<file path="config.mk">
export PLATFORM = sky130hd
export DESIGN_NAME = char_scan_seq
export DESIGN_NICKNAME = d
export VERILOG_FILES = /design/src/rtl/cscan_pkg.sv /design/src/rtl/cscan_counter.sv /design/src/rtl/cscan_gate.sv /design/src/rtl/cscan_decode.sv /design/src/rtl/char_scan_seq.sv
export SDC_FILE = /design/constraint.sdc
export NUM_CORES = 1
export LEC_CHECK = 0
export BUFFER_PORTS_ARGS = -buffer_cell sky130_fd_sc_hd__buf_2
export CORE_AREA = 3 3 40 42
export CTS_BUF_LIST = sky130_fd_sc_hd__clkbuf_2 sky130_fd_sc_hd__clkbuf_4 sky130_fd_sc_hd__clkbuf_8
export DETAILED_ROUTE_END_ITERATION = 16
export DIE_AREA = 0 0 43 45
export MAX_ROUTING_LAYER = met4
export PLACE_DENSITY = 0.68
export SETUP_SLACK_MARGIN = 0.1
export SLEW_MARGIN = 30
export SYNTH_ARGS = -nofsm -noshare
export SYNTH_HDL_FRONTEND = slang
export SYNTH_HIERARCHICAL = 1
export SYNTH_SLANG_ARGS = --single-unit
</file>
<file path="constraint.sdc">
create_clock -name clk -period 1.4 [get_ports clk]
set_clock_uncertainty 0.1 [all_clocks]
set_input_delay 0.07 -clock clk [delete_from_list [all_inputs] [get_ports clk]]
set_output_delay 0.07 -clock clk [all_outputs]
set_load 0.02 [all_outputs]
</file>
<file path="src/rtl/cscan_pkg.sv">
`timescale 1ns/1ps
package cscan_pkg;

    localparam int unsigned CELL_ROWS = 8;
    localparam int unsigned CELL_COLS = 8;
    localparam int unsigned ROW_W     = $clog2(CELL_ROWS);
    localparam int unsigned COL_W     = $clog2(CELL_COLS);
    localparam int unsigned PARK_ROW  = 0;
    localparam int unsigned PARK_COL  = 1;

    typedef logic [ROW_W-1:0] row_t;
    typedef logic [COL_W-1:0] col_t;

    typedef struct packed {
        row_t row;
        col_t col;
    } cell_pos_t;

    typedef struct packed {
        logic load;
        logic line;
        logic clear;
    } strobe_t;

    localparam cell_pos_t PARK_POS   = '{row: row_t'(PARK_ROW), col: col_t'(PARK_COL)};
    localparam cell_pos_t ORIGIN_POS = '{row: '0, col: '0};

    function automatic cell_pos_t pos_next(input cell_pos_t p);
        cell_pos_t n;
        n = p;
        if (p.col == col_t'(CELL_COLS - 1)) begin
            n.col = '0;
            if (p.row == row_t'(CELL_ROWS - 1)) n.row = '0;
            else                                n.row = p.row + 1'b1;
        end else begin
            n.col = p.col + 1'b1;
        end
        return n;
    endfunction

    function automatic logic pos_at(input cell_pos_t p, input int unsigned r, input int unsigned c);
        return (p.row == row_t'(r)) && (p.col == col_t'(c));
    endfunction

endpackage

</file>
<file path="src/rtl/cscan_counter.sv">
`timescale 1ns/1ps
module cscan_counter
    import cscan_pkg::*;
(
    input  logic      clk,
    input  logic      rst,
    input  logic      step,
    output cell_pos_t pos
);

    cell_pos_t pos_q;

    always_ff @(posedge clk) begin
        if (rst)       pos_q <= PARK_POS;
        else if (step) pos_q <= pos_next(pos_q);
    end

    assign pos = pos_q;

    p_hold_r2: assert property (@(posedge clk) disable iff (rst)
        !step |=> $stable(pos_q));

    p_col_wrap_r3: assert property (@(posedge clk) disable iff (rst)
        (step && pos_q.col == col_t'(CELL_COLS - 1)) |=> (pos_q.col == '0));

    p_row_carry_r3: assert property (@(posedge clk) disable iff (rst)
        (step && pos_q.col != col_t'(CELL_COLS - 1)) |=> $stable(pos_q.row));

endmodule

</file>
<file path="src/rtl/cscan_gate.sv">
`timescale 1ns/1ps
module cscan_gate
    import cscan_pkg::*;
(
    input  logic      clk,
    input  logic      rst,
    input  logic      readout_en,
    input  logic      timer_fire,
    input  logic      inc_ok,
    input  cell_pos_t pos,
    output logic      running,
    output logic      step
);

    logic run_q;
    logic at_origin;
    logic restart;

    assign at_origin = (pos == ORIGIN_POS);
    assign step      = run_q & readout_en & inc_ok;
    assign restart   = !run_q & timer_fire & readout_en;

    always_ff @(posedge clk) begin
        if (rst)                    run_q <= 1'b0;
        else if (step && at_origin) run_q <= 1'b0;
        else if (restart)           run_q <= 1'b1;
    end

    assign running = run_q;

    p_park_r4: assert property (@(posedge clk) disable iff (rst)
        (step && at_origin) |=> (!run_q && pos == PARK_POS));

    p_start_gated_r5: assert property (@(posedge clk) disable iff (rst)
        (!run_q && !readout_en) |=> !run_q);

    p_idle_still_r4: assert property (@(posedge clk) disable iff (rst)
        !run_q |=> $stable(pos));

endmodule

</file>
<file path="src/rtl/cscan_decode.sv">
`timescale 1ns/1ps
module cscan_decode
    import cscan_pkg::*;
#(
    parameter int unsigned LOAD_COL   = 2,
    parameter int unsigned LINE_COL   = 4,
    parameter int unsigned CLEAR_ROW  = 1,
    parameter int unsigned CLEAR_COL  = 0,
    parameter int unsigned BLANK_COLS = 3,
    parameter int unsigned BLANK_ROWS = 1
) (
    input  logic      clk,
    input  logic      rst,
    input  cell_pos_t pos,
    input  logic      step,
    output strobe_t   stb,
    output logic      blank
);

    localparam col_t LOAD_C  = col_t'(LOAD_COL);
    localparam col_t LINE_C  = col_t'(LINE_COL);
    localparam col_t BLANK_C = col_t'(BLANK_COLS);
    localparam row_t BLANK_R = row_t'(BLANK_ROWS);

    always_comb begin
        stb       = '0;
        stb.load  = step && (pos.col == LOAD_C);
        stb.line  = step && (pos.col == LINE_C);
        stb.clear = step && pos_at(pos, CLEAR_ROW, CLEAR_COL);
    end

    assign blank = (pos.row < BLANK_R) || (pos.col < BLANK_C);

    p_load_next_r6: assert property (@(posedge clk) disable iff (rst)
        stb.load |=> (pos.col == LOAD_C + 1'b1));

    p_line_next_r7: assert property (@(posedge clk) disable iff (rst)
        stb.line |=> (pos.col == LINE_C + 1'b1));

    p_clear_next_r8: assert property (@(posedge clk) disable iff (rst)
        stb.clear |=> (pos.row == row_t'(CLEAR_ROW) && pos.col == col_t'(CLEAR_COL + 1)));

    p_strobe_excl_r6: assert property (@(posedge clk) disable iff (rst)
        $onehot0({stb.load, stb.line, stb.clear}));

endmodule

</file>
<file path="src/rtl/char_scan_seq.sv">
`timescale 1ns/1ps
module char_scan_seq
    import cscan_pkg::*;
#(
    parameter int unsigned LOAD_COL   = 2,
    parameter int unsigned LINE_COL   = 4,
    parameter int unsigned CLEAR_ROW  = 1,
    parameter int unsigned CLEAR_COL  = 0,
    parameter int unsigned BLANK_COLS = 3
) (
    input  logic             clk,
    input  logic             rst,
    input  logic             readout_en,
    input  logic             timer_fire,
    input  logic             inc_ok,
    output logic [ROW_W-1:0] row_cnt,
    output logic [COL_W-1:0] col_cnt,
    output logic             gen_on,
    output logic             le_stb,
    output logic             line_stb,
    output logic             clr_stb,
    output logic             blank
);

    cell_pos_t pos;
    strobe_t   stb;
    logic      step;
    logic      running;

    cscan_gate u_gate (
        .clk        (clk),
        .rst        (rst),
        .readout_en (readout_en),
        .timer_fire (timer_fire),
        .inc_ok     (inc_ok),
        .pos        (pos),
        .running    (running),
        .step       (step)
    );

    cscan_counter u_count (
        .clk  (clk),
        .rst  (rst),
        .step (step),
        .pos  (pos)
    );

    cscan_decode #(
        .LOAD_COL   (LOAD_COL),
        .LINE_COL   (LINE_COL),
        .CLEAR_ROW  (CLEAR_ROW),
        .CLEAR_COL  (CLEAR_COL),
        .BLANK_COLS (BLANK_COLS),
        .BLANK_ROWS (1)
    ) u_dec (
        .clk   (clk),
        .rst   (rst),
        .pos   (pos),
        .step  (step),
        .stb   (stb),
        .blank (blank)
    );

    assign row_cnt  = pos.row;
    assign col_cnt  = pos.col;
    assign gen_on   = running;
    assign le_stb   = stb.load;
    assign line_stb = stb.line;
    assign clr_stb  = stb.clear;

    p_no_strobe_idle_r2: assert property (@(posedge clk) disable iff (rst)
        !gen_on |-> !(le_stb || line_stb || clr_stb));

endmodule

</file>
After elaboration in Yosys (flattened, before gate mapping). Cells that the tools add are included.

Logic and storage cells: 29. Input port bits: 5. Bits in registers: 7.

$add $sub $neg: 2. Equal/unequal tests: 5. Mux-type cells: 2. Magnitude comparators: 2. Reductions and logical operators: 11. Bitwise gates (word level): 4.

Operators by type and width (count): == test 3 bit (second input constant) (3); adder 3 x 1 -> 3 bit (second input constant) (2); logical NOT 6 bit (1); 2-to-1 mux 3 bit (2); logical AND 1 bit (5); AND 1 bit (4); == test 3 x 1 -> 1 bit (second input constant) (1); == test 3 x 2 -> 1 bit (second input constant) (1); logical NOT 3 bit (1); less-than comparator 3 x 1 -> 1 bit (second input constant) (1); less-than comparator 3 x 2 -> 1 bit (second input constant) (1); AND reduction 2 bit (1); OR reduction 2 bit (1); logical NOT 1 bit (1); logical OR 1 bit (1).

Longest topological paths before layout. Gate-level depths: netlist (run 1).

Word-level depth: 4. Depth in mapped cells: 4. Mapped depth without buffers: 4.

Modules after synthesis. The synthesis (run 1) kept the hierarchy.

By module, submodules not included: cscan_counter (instances 1, area each 300.3 um2, cells an instance 27); cscan_gate (instances 1, area each 67.6 um2, cells an instance 6); cscan_decode (instances 1, area each 60.1 um2, cells an instance 6).

Worst setup path before layout (run 1). No wires, ideal clock.

Path kind: reg-to-output. Start point: register u_count.pos_q (netlist bit u_count/pos[3]). End point: output clr_stb. Path buffers: 0. Cell stages (with the launch flop): 3. Arrival time: 1490 ps. Setup slack: -260 ps. Path through: dfxtp_1 > or4b_1 > nor4b_2.

Cells in the longest elaborated chain, start to end: 3.

RTL lines: from (decl) (line cscan_counter.sv:11) `cell_pos_t pos_q;`; from (signal assigned) (line cscan_counter.sv:15) `else if (step) pos_q <= pos_next(pos_q);`; == test 3 x 1 -> 1 bit (line cscan_pkg.sv:42) `return (p.row == row_t'(r)) && (p.col == col_t'(c));`; logical AND 1 bit (line cscan_pkg.sv:42); logical AND 1 bit (line cscan_decode.sv:29) `stb.clear = step && pos_at(pos, CLEAR_ROW, CLEAR_COL);`; to (decl) (line char_scan_seq.sv:21) `output logic clr_stb,`.

Every way passes these cells.

Worst setup path in the final report (run 1).
Start point: register u_count.pos_q (netlist bit u_count/pos[4]). End point: output clr_stb.

The elaborated chain is that of the path after synthesis.

==> impl_metrics.tcl, run 1 <==
set metrics [dict create \
    status "finished, violations left" \
    violations "setup timing" \
    antenna_found_initial 0 \
    hold_slack_ps 84.6 \
    path_clk_slew_ps 60 \
    core_area_um2 1280 \
    min_period_ps 1690 \
    die_h_um 45 \
    r2r-start "u_count/pos[4]" \
    critPathRequiredTime_ps 1230 \
    grt_max_degree 10 \
    nets 77 \
    syn_nets 48 \
    fin_ws_ps -286 \
    p_leak_nw 0.306 \
    initial_core_util_pct 33.3 \
    yosysTopAreaCell "dfxtp_1" \
    viasPerCell 5.20 \
    critPathLaunchType "register" \
    report.final.slew_viol_count 0 \
    hold_class "in2reg" \
    maxCapViolations 0 \
    drc 0 \
    drive_gt1_share_pct 76.1 \
    end_kind "primary output" \
    clockBufferDepth 2 \
    tightest_slew_ps 248 \
    post_dp_cell_area_um2 609 \
    dr.pass1.iters 4 \
    crit_fanout 2 \
    drtIter0Drc 5 \
    synth.area.top_cells "dfxtp_1 (33%), ha_1 (12%), a21bo_2 (4.7%)" \
    worstHoldPathCells 3 \
    avgSynthCellArea_um2 11.0 \
    cts-root-buf "clkbuf_4" \
    clk_latency_ps 260 \
    syn_area_um2 428 \
    gr-total-overflow 0 \
    path_class "reg2out" \
    track_usage_pct 13.4 \
    reg2reg_slack_ps 70 \
    htree_levels 1 \
    synth_cells 39 \
    stdcell_area_um2 738 \
    cts_num_sinks 7 \
    grt_setup_unrepaired "true" \
    grt_pass1_wl_um 1780 \
    fillerInstances 112 \
    dp_hpwl_um 724 \
    min_to "u_gate/running" \
    ys_seq_elements 7 \
    period_share_pct 120 \
    first_global_vias 390 \
    p_per_area_nw_per_um2 626 \
    fmax_mhz 593 \
    wl_um 1150 \
    area_growth_pct 72.5 \
    cts_tree "yes" \
    synth_top_area_share_pct 32.7 \
    fp-row-count 13 \
    vdd_ir_drop_max_uv 466 \
    r2r_end "u_count/pos[5]" \
    relSlewSlack_pct 83.4 \
    cts_buffers 3 \
    wire_per_inst_um 14.0 \
    total_power_mw 0.462 \
    ioPinCount 16 \
    die_w_um 43 \
    dieArea_um2 1940 \
    routabilityCongestion 0.736 \
    antennaDiodeCount 0 \
    setup_viol 2 \
    crit_arrival_ps 1520 \
    ant_nets 0 \
    vias 426 \
    synth_cell_type_count 22 \
    ys_seq_area_share_pct 32.7 \
    place_ws_ps -29.7 \
    final_hold_viol_count 0 \
    rr_worst_depth 5 \
    io_buffers 15 \
    yosys_warnings 6 \
    worstHoldStart "readout_en" \
]
-- sequential cells by signal, indices dropped and copies added (netlist names) --
name and count:
u_gate/running 1, u_count/pos 6
-- critical path, stage by stage, from the launching register on --
cell,delay [ps]
dfxtp_4,330
or4b_4,540
nor4b_4,220
buf_4,180
-- worst max path at each step --
stage,startpoint,end,slack (ps),cells after the start
after detailed placement,u_count/pos[4],clr_stb,-30,3
after global placement,u_count/pos[4],clr_stb,-20,3
final,u_count/pos[4],clr_stb,-290,3
after global routing,u_count/pos[4],clr_stb,-330,3
after CTS,u_count/pos[4],clr_stb,-290,3
after floorplan,u_count/pos[4],clr_stb,-30,2
-- stage by stage --
| step | TNS [ps] | utilization, % | instances |
|---|---|---|---|
| final | -320 | 57.4 | 82 |
| after floorplan | -32.0 | - | 39 |
| after detailed placement | -29.7 | 47.4 | 72 |
| after global routing | -459 | 57.4 | 82 |
| after CTS | -347 | 55.0 | 80 |
| after global placement | -17.2 | 47.4 | 72 |
-- Yosys cell counts --
cell,count
nand4bb_1,1
a211o_1,1
nor2_2,1
a21bo_1,1
a21oi_1,4
a21bo_2,2
and3_4,1
dfxtp_1,7
nor2_1,3
nor4b_2,1
or4b_1,1
o31ai_1,1
ha_1,4
nor4bb_1,2
nor4_2,1
mux2i_1,2
a21o_1,1
nand4b_1,1
nor2b_1,1
a311oi_2,1
nand3_1,1
buf_6,1
-- power by group --
part	switching (mW)	leakage, nW	total [mW]	internal [mW]
Combinational	0.0263	0.226	0.0541	0.0279
Sequential	0.00535	0.0607	0.201	0.196
Clock	0.0784	0.0184	0.207	0.128
-- routing by layer --
layer	vias up	global-route usage, %	part of all wire [%]
li1	209	-	-
met1	197	14.8	44
met2	16	21.3	46
met3	4	3.59	7.1
met4	0	9.04	2.8
met5	-	-	0
-- cell families (layout without fill, tap and decap cells) --
| family | count (synthesis) | after routing | synth area share [%] |
|---|---|---|---|
| fa+ha+maj | 4 | 4 | 11.7 |
| flops | 7 | 7 | 32.7 |
| mux | 2 | 2 | 4.68 |
| compound gates | 11 | 11 | 20.8 |
| simple gates | 14 | 14 | 27.5 |
| buf+inv | 1 | 29 | 2.63 |
-- what timing repair did --
item / in CTS / in global routing
hold endpoints to repair: 6 / 0
setup endpoints to repair: 8 / 8
pin swaps: 5 / 5
resized for setup: 9 / 5
hold buffers: 1 / 0
setup buffers: 3 / 2
-- final cells by class --
cell class | count | area [um^2] | share of cell area, %
clock buffer | 4 | 30.0 | 4.07
multi-input combinational | 31 | 350 | 47.5
tap | 15 | 18.8 | 2.54
timing repair buffer | 25 | 178 | 24.1
sequential | 7 | 161 | 21.9
-- cells in the final DEF (no fill, tap or decap), drive strengths merged, types with 2 or more instances in the layout --
cell type	n
a21bo	3
dfxtp	7
ha	4
a21oi	4
clkbuf	5
mux2i	2
nor4bb	2
buf	23
nor2	4
Note: power is estimated with default switching activity, not from simulation.
==> inputs of run 2 (changes only) <==
Settings changed: CAP_MARGIN set to 20, PLACE_DENSITY 0.68 to 0.66.
Clock period 1.4 ns to 2.2 ns, I/O delays scaled along.
==> run 2 against run 1 <==
Compared with the run above: the flow now finishes without violations; wire length down 19%; critical path depth unchanged; cell area down 27%; flip-flop and latch count unchanged; via count down 12%; cell count down 12%; core utilization down 15 points; largest cell class unchanged.
==> impl_metrics.tcl, run 2 (same netlist as run 1, synthesis figures left out) <==
set metrics [dict create \
    p_switching_mw 0.0668 \
    fin_ws_ps 378 \
    grt_pass1_wl_um 1520 \
    htree_levels 1 \
    area_growth_pct 26.3 \
    max_stage_delay_ps 480 \
    finalSetupTns_ps 0 \
    antennaDiodeCount 0 \
    cts_num_sinks 7 \
    power.internal_mw 0.222 \
    core_area_um2 1280 \
    cts-root-buf "clkbuf_4" \
    cts_hold_buf 0 \
    first_global_vias 333 \
    routabilityCongestion 0.692 \
    maxCapViolations 0 \
    seqPwrFrac_pct 46.2 \
    min_period_ps 1820 \
    nets 67 \
    clockBufferDepth 2 \
    sw_frac_of_total_pct 23.2 \
    wire_per_inst_um 12.8 \
    cp_top_family "simple AND/OR/NAND/NOR gates" \
    crit_fanout 7 \
    multi_input_area_um2 277 \
    p_leak_nw 0.251 \
    cts_tree "yes" \
    grt_max_degree 15 \
    tightest_slew_ps 302 \
    clkPwrFrac_pct 46.0 \
    final_common_cell "buf_2" \
    gr-total-overflow 0 \
    wl_um 924 \
    path_clk_slew_ps 50 \
    relSlewSlack_pct 79.8 \
    ioPinCount 16 \
    critPathLaunchType "register" \
    initial_core_util_pct 33.3 \
    critPathRequiredTime_ps 1990 \
    drc 0 \
    crit_arrival_ps 1610 \
    cpMaxStageDelayCell "or4b_1" \
    track_usage_pct 11.3 \
    path_class "reg2out" \
    fmax_mhz 549 \
    p_per_area_nw_per_um2 534 \
    hold_class "in2reg" \
    stdcell_area_um2 541 \
    end_kind "primary output" \
    dr.pass1.iters 4 \
    crit_chain "or4b_1 > nor4b_2 > buf_2" \
    die_h_um 45 \
    dieArea_um2 1940 \
    antenna_found_initial 0 \
    grt_setup_unrepaired "false" \
    clk_latency_ps 250 \
    viasPerCell 5.19 \
    place_ws_ps 647 \
    cts_resized 0 \
    post_dp_cell_area_um2 510 \
    final_cell_mix "buf_2 (15), dfxtp_1 (7), clkbuf_4 (4), a21oi_1 (4), ha_1 (4)" \
    fillerInstances 133 \
    drtIter0Drc 9 \
    cts_buffers 3 \
    ant_nets 0 \
    report.final.slew_viol_count 0 \
    io_buffers 15 \
    vias 374 \
    status "complete, no violations" \
    die_w_um 43 \
    pwr-share-comb_pct 7.9 \
    cts_setup_buffers 0 \
    largest_reg_flops 6 \
    path_buf_inv 1 \
    setup_viol 0 \
    final_hold_viol_count 0 \
    drive_gt1_share_pct 45.6 \
    vdd_ir_drop_max_uv 292 \
    period_share_pct 82.8 \
    fp-row-count 13 \
    seqCellArea_um2 140 \
]
run 2: power by group through the flow:
stage / clock network (mW) / registers, mW / logic [mW]
2_1_floorplan: 0 / 0.139 / 0.0110
3_3_place_gp: 0 / 0.136 / 0.0225
3_5_place_dp: 0 / 0.136 / 0.0229
4_1_cts: 0.138 / 0.133 / 0.0231
5_1_grt: 0.147 / 0.134 / 0.0249
6_report: 0.133 / 0.133 / 0.0227
run 2: through the flow:
step | power, mW | hold WS (ps) | util [%] | cells
after floorplan | 0.150 | 77.9 | - | 39
after global placement | 0.158 | 297 | 39.7 | 68
after detailed placement | 0.159 | 287 | 39.7 | 68
after CTS | 0.294 | 17.0 | 42.1 | 72
after global routing | 0.305 | 21.6 | 42.1 | 72
final | 0.289 | 22.0 | 42.1 | 72
run 2: worst paths after layout:
check	end	depth (start not counted)	slack [ps]	start
worst min register to register	u_gate/running	2	480	u_gate/running
worst max-delay path	clr_stb	3	380	u_count/pos[3]
worst max register to register	u_count/pos[0]	4	650	u_count/pos[0]
worst min-delay path	u_gate/running	2	20	rst
run 2: routing by layer:
| metal | vias to the layer above | track usage, % | part of all wire [%] |
|---|---|---|---|
| met4 | 0 | 9.04 | 1.6 |
| met5 | - | - | 0 |
| met3 | 2 | 3.59 | 6.4 |
| met2 | 12 | 14.1 | 44 |
| met1 | 172 | 14.6 | 48 |
| li1 | 188 | - | - |
run 2: area by class of cell:
cell class	count	share of cell area, %
sequential	7	25.9
clock buffer	4	5.56
tap	15	3.47
multi-input combinational	31	51.2
timing repair buffer	15	13.9
==> inputs of run 3 (changes only) <==
Settings changed: ABC_AREA set to 1, PLACE_DENSITY 0.66 to 0.69.
Clock period 2.2 ns to 1.5 ns, I/O delays scaled along.
==> run 3 against run 2 <==
Compared with the run above: power is 49% higher; sequential share of layout area is 2.2 points lower; largest cell class unchanged; highest routed layer unchanged; area after synthesis is 2.0% higher; clock power is 44% higher.
==> impl_metrics.tcl, run 3 <==
set metrics [dict create \
    critPathRequiredTime_ps 1320 \
    core_area_um2 1280 \
    p_leak_nw 0.338 \
    total_power_mw 0.430 \
    drtIter0Drc 6 \
    grt_pass1_wl_um 1590 \
    critPathLaunchType "register" \
    largest_reg_flops 6 \
    die_h_um 45 \
    report.final.slew_viol_count 0 \
    htree_levels 1 \
    hold_class "in2reg" \
    grt_max_degree 9 \
    dieArea_um2 1940 \
    viasPerCell 4.31 \
    relSlewSlack_pct 84.9 \
    sw_frac_of_total_pct 23.4 \
    synth_top_area_share_pct 32.1 \
    finalSetupTns_ps 0 \
    path_clk_slew_ps 60 \
    cts_tree "yes" \
    vias 457 \
    p_per_area_nw_per_um2 715 \
    wl_um 933 \
    final_cell_mix "nor2_1 (18), nand2_1 (16), buf_2 (14)" \
    ys_seq_area_share_pct 32.1 \
    synth_cell_type_count 13 \
    drive_gt1_share_pct 33.0 \
    die_w_um 43 \
    first_global_vias 384 \
    min_period_ps 1300 \
    tightest_slew_ps 226 \
    pwr-share-comb_pct 9.7 \
    p_switching_mw 0.101 \
    clk_latency_ps 250 \
    clockBufferDepth 2 \
    end_kind "primary output" \
    initial_core_util_pct 34.0 \
    final_common_cell "nor2_1" \
    dr.pass1.iters 3 \
    vdd_ir_drop_max_uv 402 \
    antennaDiodeCount 0 \
    synth_cells 69 \
    power.internal_mw 0.329 \
    crit_arrival_ps 1130 \
    gr-total-overflow 0 \
    yosysTopAreaCell "dfxtp_1" \
    status "complete, no violations" \
    fmax_mhz 768 \
    avgSynthCellArea_um2 6.33 \
    maxCapViolations 0 \
    clkPwrFrac_pct 44.4 \
    syn_area_um2 437 \
    cts-root-buf "clkbuf_4" \
    wire_per_inst_um 8.80 \
    synthArstFlopShare_pct 0 \
    fp-row-count 13 \
    io_buffers 15 \
    place_ws_ps 201 \
    nets 101 \
    drc 0 \
    period_share_pct 86.8 \
    ioPinCount 16 \
    synthTopCellsByCount "nor2_1 (18), nand2_1 (16), inv_1 (11)" \
    fin_util_pct 46.7 \
    yosys_warnings 6 \
    crit_fanout 8 \
    post-synth-top-count-cell "nor2_1" \
    grt_setup_unrepaired "true" \
    syn_nets 78 \
    path_class "reg2out" \
    setup_viol 0 \
    dp_hpwl_um 743 \
    ys_seq_elements 7 \
    synth-main-ff-cell "dfxtp_1" \
    seqPwrFrac_pct 45.8 \
    track_usage_pct 12.2 \
    area_growth_pct 37.5 \
    cts_buffers 3 \
    routabilityCongestion 0.810 \
    synth_edf_count 0 \
    synth.area.top_cells "dfxtp_1 (32%), nor2_1 (15%), nand2_1 (14%)" \
    fin_ws_ps 198 \
    antenna_found_initial 0 \
    hold_slack_ps 48.1 \
    final_hold_viol_count 0 \
    ant_nets 0 \
    cts_num_sinks 7 \
]
==> run 3: cell types whose count changed in the layout (fill, tap and decap cells not counted), moves of 3 or more <==
cell     change
inv_1       +10
nand2_1     +16
nor2_1      +15
buf_4        +3
==> run 3: cells by family after synthesis <==
| group | Yosys count | share of synthesized area [%] |
|---|---|---|
| buf+inv | 11 | 9.46 |
| simple gates | 42 | 40.7 |
| fa+ha+maj | 4 | 11.5 |
| flops | 7 | 32.1 |
| compound gates | 5 | 6.30 |
==> run 3: timing repair <==
action | in CTS | in global routing
gates resized for setup | 1 | 4
endpoints found under the setup margin | 3 | 6
hold buffers | 1 | 0
setup buffers | 1 | 0
endpoints found under the hold margin | 2 | 0
==> run 3: power by group through the flow <==
stage               sequential [mW]  clock [mW]  combinational, mW
finish                        0.197       0.191             0.0419
global route                  0.198       0.216             0.0468
CTS                           0.196       0.204             0.0413
detailed placement            0.200           0             0.0381
global placement              0.199           0             0.0382
floorplan                     0.206           0             0.0157
==> run 3: final timing paths <==
path	depth (start not counted)	end	from	slack, ps
max	5	clr_stb	u_count/pos[0]	200
min	4	u_gate/running	inc_ok	50
max reg2reg	6	u_count/pos[3]	u_count/pos[1]	270
min reg2reg	2	u_gate/running	u_gate/running	430
==> run 3: worst max-delay path: stages (launching register included) <==
cell	delay (ps)
dfxtp_1	310
buf_4	160
nor2_1	100
nand2_1	80
nor2_2	60
buf_2	160
==> run 3: per-stage QoR <==
step           cell area (um^2)  cells
6_report                    601    106
5_1_grt                     601    106
4_1_cts                     591    106
3_5_place_dp                543    100
3_3_place_gp                543    100
2_1_floorplan               442     69
==> run 3: area by class of cell <==
| cell class | count | area (um^2) |
|---|---|---|
| multi-input cells | 51 | 265 |
| well taps | 15 | 18.8 |
| repair buffers | 18 | 103 |
| fillers | 133 | 684 |
| inverters | 11 | 41.3 |
| flip-flops and latches | 7 | 143 |
| clock buffers | 4 | 30.0 |
==> run 3: metal layers <==
layer  share of wire, %  wire (um)  GRT usage [%]  vias up
met3                3.8         35           3.59        2
met5                  0          0              -        -
met2                 52        485           18.3        5
li1                   -          -              -      252
met1                 43        402           12.4      198
met4               0.96          9           12.7        0
